File: config.mk
export PLATFORM = sky130hd
export DESIGN_NAME = io_bank_decoder
export DESIGN_NICKNAME = d
export VERILOG_FILES = /design/src/rtl/io_dec_pkg.sv /design/src/rtl/io_addr_match.sv /design/src/rtl/io_group_select.sv /design/src/rtl/io_bank_strobe.sv /design/src/rtl/io_byte_latch.sv /design/src/rtl/io_bank_decoder.sv
export SDC_FILE = /design/constraint.sdc
export NUM_CORES = 1
export LEC_CHECK = 0
export CAP_MARGIN = 20
export CORE_MARGIN = 8
export CORE_UTILIZATION = 32
export CTS_BUF_LIST = sky130_fd_sc_hd__clkbuf_4 sky130_fd_sc_hd__clkbuf_8 sky130_fd_sc_hd__clkbuf_16
export DETAILED_ROUTE_END_ITERATION = 8
export GPL_ROUTABILITY_DRIVEN = 0
export PLACE_DENSITY = 0.9
export SYNTH_ARGS = -nofsm -noshare
export SYNTH_HDL_FRONTEND = slang
export SYNTH_SLANG_ARGS = --single-unit
File: constraint.sdc
create_clock -name clk -period 2.22 [get_ports clk]
set_input_delay 0.333 -clock clk [delete_from_list [all_inputs] [get_ports clk]]
set_output_delay 0.333 -clock clk [all_outputs]
set_load 0.03 [all_outputs]
File: src/rtl/io_dec_pkg.sv
package io_dec_pkg;

  typedef enum logic [1:0] {
    CYC_NONE  = 2'd0,
    CYC_READ  = 2'd1,
    CYC_WRITE = 2'd2
  } cyc_e;

  // Only a clean I/O read or a clean I/O write counts; anything else is inert.
  function automatic cyc_e classify(input logic io, input logic rd, input logic wr);
    if (!io)
      return CYC_NONE;
    if (rd && !wr)
      return CYC_READ;
    if (wr && !rd)
      return CYC_WRITE;
    return CYC_NONE;
  endfunction

endpackage

File: src/rtl/io_addr_match.sv
module io_addr_match #(
  parameter int              HI_W    = 13,
  parameter logic [HI_W-1:0] BASE_HI = '0
) (
  input  logic [HI_W-1:0] addr_hi,
  output logic            hit
);
  assign hit = (addr_hi == BASE_HI);
endmodule

File: src/rtl/io_group_select.sv
module io_group_select #(
  parameter int PORTS = 8,
  localparam int IDX_W = $clog2(PORTS)
) (
  input  logic             en,
  input  logic [IDX_W-1:0] idx,
  output logic [PORTS-1:0] sel_n
);
  for (genvar i = 0; i < PORTS; i++) begin : g_sel
    assign sel_n[i] = ~(en && (idx == IDX_W'(i)));
  end
endmodule

File: src/rtl/io_bank_strobe.sv
module io_bank_strobe (
  input  logic wr_hit,
  input  logic a0,
  input  logic hi_en,
  output logic wr_lo_n,
  output logic wr_hi_n
);
  // Low lane follows an even address, high lane follows the high-bank enable.
  assign wr_lo_n = ~(wr_hit && !a0);
  assign wr_hi_n = ~(wr_hit && hi_en);
endmodule

File: src/rtl/io_byte_latch.sv
module io_byte_latch #(
  parameter int W = 8
) (
  input  logic         clk,
  input  logic         rst,
  input  logic         ld_n,
  input  logic [W-1:0] d,
  output logic [W-1:0] q
);
  always_ff @(posedge clk) begin
    if (rst)
      q <= '0;
    else if (!ld_n)
      q <= d;
  end
endmodule

File: src/rtl/io_bank_decoder.sv
module io_bank_decoder
  import io_dec_pkg::*;
#(
  parameter int              ADDR_W    = 16,
  parameter int              LANE_W    = 8,
  parameter int              GRP_PORTS = 8,
  parameter logic [ADDR_W-1:0] GRP_BASE = 16'h00F0,
  parameter logic [ADDR_W-1:0] OUT_BASE = 16'h0040,
  parameter logic [ADDR_W-1:0] IN_BASE  = 16'h0064,
  localparam int DATA_W    = 2 * LANE_W,
  localparam int GRP_IDX_W = $clog2(GRP_PORTS)
) (
  input  logic                 clk,
  input  logic                 rst,
  input  logic [ADDR_W-1:0]    addr,
  input  logic                 hi_en,
  input  logic                 io_cycle,
  input  logic                 rd,
  input  logic                 wr,
  input  logic [DATA_W-1:0]    wdata,
  input  logic [DATA_W-1:0]    in_data,
  output logic [GRP_PORTS-1:0] grp_sel_n,
  output logic                 wr_lo_n,
  output logic                 wr_hi_n,
  output logic                 rd_en_n,
  output logic [LANE_W-1:0]    lat_lo,
  output logic [LANE_W-1:0]    lat_hi,
  output logic [DATA_W-1:0]    rdata,
  output logic                 rdata_vld
);

  cyc_e cyc;
  logic is_rd, is_wr, any_acc;
  logic grp_hit, out_hit, in_hit;

  assign cyc     = classify(io_cycle, rd, wr);
  assign is_rd   = (cyc == CYC_READ);
  assign is_wr   = (cyc == CYC_WRITE);
  assign any_acc = is_rd || is_wr;

  // Full-width comparisons; low bits that index within a region are excluded.
  io_addr_match #(
    .HI_W   (ADDR_W - GRP_IDX_W),
    .BASE_HI(GRP_BASE[ADDR_W-1:GRP_IDX_W])
  ) u_grp_match (
    .addr_hi(addr[ADDR_W-1:GRP_IDX_W]),
    .hit    (grp_hit)
  );

  io_addr_match #(
    .HI_W   (ADDR_W - 1),
    .BASE_HI(OUT_BASE[ADDR_W-1:1])
  ) u_out_match (
    .addr_hi(addr[ADDR_W-1:1]),
    .hit    (out_hit)
  );

  io_addr_match #(
    .HI_W   (ADDR_W - 1),
    .BASE_HI(IN_BASE[ADDR_W-1:1])
  ) u_in_match (
    .addr_hi(addr[ADDR_W-1:1]),
    .hit    (in_hit)
  );

  io_group_select #(
    .PORTS(GRP_PORTS)
  ) u_grp_sel (
    .en   (grp_hit && any_acc),
    .idx  (addr[GRP_IDX_W-1:0]),
    .sel_n(grp_sel_n)
  );

  io_bank_strobe u_strobe (
    .wr_hit (out_hit && is_wr),
    .a0     (addr[0]),
    .hi_en  (hi_en),
    .wr_lo_n(wr_lo_n),
    .wr_hi_n(wr_hi_n)
  );

  // Word-wide input port: enable ignores the lane enables.
  assign rd_en_n   = ~(in_hit && is_rd);
  assign rdata     = rd_en_n ? '0 : in_data;
  assign rdata_vld = ~rd_en_n;

  logic [1:0]        lane_ld_n;
  logic [LANE_W-1:0] lane_q [2];

  assign lane_ld_n = {wr_hi_n, wr_lo_n};

  for (genvar g = 0; g < 2; g++) begin : g_lane
    io_byte_latch #(
      .W(LANE_W)
    ) u_latch (
      .clk (clk),
      .rst (rst),
      .ld_n(lane_ld_n[g]),
      .d   (wdata[g*LANE_W +: LANE_W]),
      .q   (lane_q[g])
    );
  end

  assign lat_lo = lane_q[0];
  assign lat_hi = lane_q[1];

endmodule

==> results.ini <==
[yosys]
syn_avg_cell_area_um2 = 8.05
syn_area_um2 = 1160
yosys_warnings = 0
synth-seq-cells = 16
syn_nets = 200
netlist_instances = 144
seq_area_frac_synth_pct = 27.6
ys_types = 27

[die]
start_util_pct = 32.4
die_width_um = 76.2
die_y_um = 76.2
rows = 22
die_area_um2 = 5800
pin_count = 98
core-area_um2 = 3580

[clock_tree]
cts_buffer_depth = 2
worstSkewPairLatency_ps = 280
clock_sinks = 16
cts-root-buf = clkbuf_4
cts_tree = built
numCtsBuffers = 3
htree_levels = 1
clk_pin_slew_ps = 80

[sta]
rsz0062_at_grt = true
drv_slew = 0
finalCriticalPeriod_ps = 2180
finalCritPeriodShare_pct = 98.4
final.setup_skew_ps = 0
tightest_slew_ps = 349
maxSlewHeadroom_pct = 76.7
setup_violations = 0
worst_hold_slack_ps = 477
max_freq_mhz = 458
hold_viol = 0

[final_layout]
largest_reg_flops = 16
fillers = 288
regMostFlops = g_lane.u_latch.q
post-route-cell-area_um2 = 2450
largest_registers = g_lane.u_latch.q: 16 flops
final_util_pct = 68.5
nNetsFinal = 321
drive_gt1_share_pct = 31.9
area_growth_pct = 112
diodes = 0
fin_cells = 311

[drt]
drtAntennaViolNets = 0
drc = 0
dr.pass1.iters = 4
wl_per_cell_um = 14.8
drtIter0Drc = 34
drt-total-wl_mm = 4.59
avgViaCountPerCell = 4.76
vias = 1481

[setup_path]
ff2ff_path_depth = 2
critPathCaptureType = primary output
cp_common_cell = buf_6
critPathArrivalTime_ps = 1850
r2r_start = g_lane[1].u_latch.q[3]
worst_setup_path_start_kind = input pin
critPathBufInv = 4
max_stage_delay_ps = 320
path_cells = dlygate4sd2_1 -> nor4_4 -> and2_4 -> buf_4 -> and4_1 -> buf_6 -> and3_4 -> buf_6
critical_path_class = in2out
r2r-end = g_lane[1].u_latch.q[3]
crit_slowest_cell = nor4_4
cp_max_fo = 5
crit_required_ps = 1890
critPathTopFamily = simple AND/OR/NAND/NOR gates
ff2ff_setup_slack_ps = 1620

[worst_hold_path]
hold_class = reg2reg
whs_path_depth = 2
hp-start = g_lane[0].u_latch.q[0]
holdPathEnd = g_lane[0].u_latch.q[0]

[pwr]
finalPower_mw = 0.604
pwr_density_cell_nw_per_um2 = 246
p_leak_nw = 0.997
ir_drop_mv = 0.267

[grt]
grt_pass1_wl_mm = 7.51
grt_overflow = 0
grt_max_degree = 21
antenna_found_initial = 0
first_global_vias = 1610
grt_usage_pct = 15.6

[placed_design]
dpl_cell_area_um2 = 2280
placed_cells = 301
numPortBuffers = 97
dp_hpwl_mm = 3.68

[job]
maxCapViolations = 0

[outcome]
status = completed

[Yosys cell counts]
cell type | count | area (um2)
and3_1 | 1 | 6.26
nand4_1 | 1 | 6.26
nor2b_1 | 3 | 18.8
dfxtp_1 | 16 | 320
ha_1 | 2 | 25.0
nor3_4 | 1 | 16.3
buf_6 | 1 | 11.3
and3b_1 | 2 | 17.5
or2_2 | 1 | 6.26
or3_1 | 1 | 6.26
nand2_1 | 5 | 18.8
mux2i_1 | 16 | 160
clkbuf_1 | 5 | 18.8
inv_1 | 2 | 7.51
nor3b_2 | 1 | 12.5
and4_1 | 3 | 26.3
nand4_2 | 1 | 12.5
nor4_2 | 1 | 12.5
nand4_4 | 1 | 21.3
nor3_2 | 2 | 20.0
buf_1 | 1 | 3.75
nand2b_1 | 32 | 200
nand3_1 | 22 | 110
nand3_2 | 1 | 10.0
and2_1 | 2 | 12.5
nor2_1 | 18 | 67.6
buf_2 | 2 | 10.0
[layer usage]
layer	vias to the layer above	global-route usage [%]	part of all wire (%)
li1	725	-	-
met1	662	16.2	40
met2	90	25.9	46
met3	4	8.61	13
met4	0	5.38	1.0
met5	-	0	0
[layout by cell type (no fill, tap or decap), types with 2 or more instances in the layout]
| cell | n |
|---|---|
| nand4_4 | 2 |
| buf_12 | 3 |
| nor2b_1 | 3 |
| nand3_2 | 2 |
| buf_2 | 5 |
| mux2i_1 | 16 |
| clkbuf_2 | 2 |
| nand2b_1 | 32 |
| clkbuf_4 | 3 |
| buf_6 | 8 |
| nor2_2 | 3 |
| and2_4 | 2 |
| nor3_2 | 2 |
| dfxtp_1 | 16 |
| clkdlybuf4s50_1 | 61 |
| nand2_1 | 5 |
| nor2_1 | 14 |
| nand3_1 | 21 |
| dlygate4sd2_1 | 5 |
| and4_1 | 2 |
| buf_4 | 40 |
| ha_4 | 2 |
| and3b_1 | 2 |
[layout make-up]
type / count / area (um2) / area share [%]
clock buffer: 3 / 22.5 / 0.919
inverter: 2 / 7.51 / 0.306
multi-input combinational: 117 / 876 / 35.7
sequential: 16 / 320 / 13.1
tap: 48 / 60.1 / 2.45
timing repair buffer: 125 / 1160 / 47.5
[repair_timing]
item / 4_1_cts / 5_1_grt
cloned: 1 / 0
buffers inserted: 5 / 1
endpoints found under the setup margin: 28 / 19
hold buffers: 0 / 0
pin swaps: 7 / 6
resized for setup: 52 / 17
[how the worst max path moves through the flow]
stage / start / end / depth (start not counted)
6_report: addr[12] / rdata_vld / 8
5_1_grt: addr[12] / rdata_vld / 8
4_1_cts: addr[4] / wr_lo_n / 7
3_5_place_dp: io_cycle / grp_sel_n[3] / 9
3_3_place_gp: io_cycle / grp_sel_n[3] / 9
2_1_floorplan: io_cycle / grp_sel_n[3] / 7
[metrics by stage]
step                setup slack, ps  TNS [ps]
floorplan                      88.0         0
global placement               -828     -7720
detailed placement             -906    -10770
finish                         36.2         0
global route                  -15.1     -56.7
CTS                            3.46         0
[kinds of logic (layout without fill, tap and decap cells)]
logic type / count (synthesis) / after routing / synth area share, %
fa+ha+maj: 2 / 2 / 2.16
buf+inv: 11 / 130 / 4.43
flops: 16 / 16 / 27.6
mux: 16 / 16 / 13.8
simple gates: 99 / 99 / 51.9
[tightest hold or removal path: stages (launching register included)]
cell      delay [ps]
dfxtp_1          320
nand2b_1          60
mux2i_1           50
[report_power, final]
part	switching (mW)	total, mW	internal, mW
registers	0.000000281	0.287	0.287
logic	0.0564	0.170	0.114
clock network	0.0841	0.147	0.0629
total	0.140	0.604	0.463
Note: power is estimated with default switching activity, not from simulation.
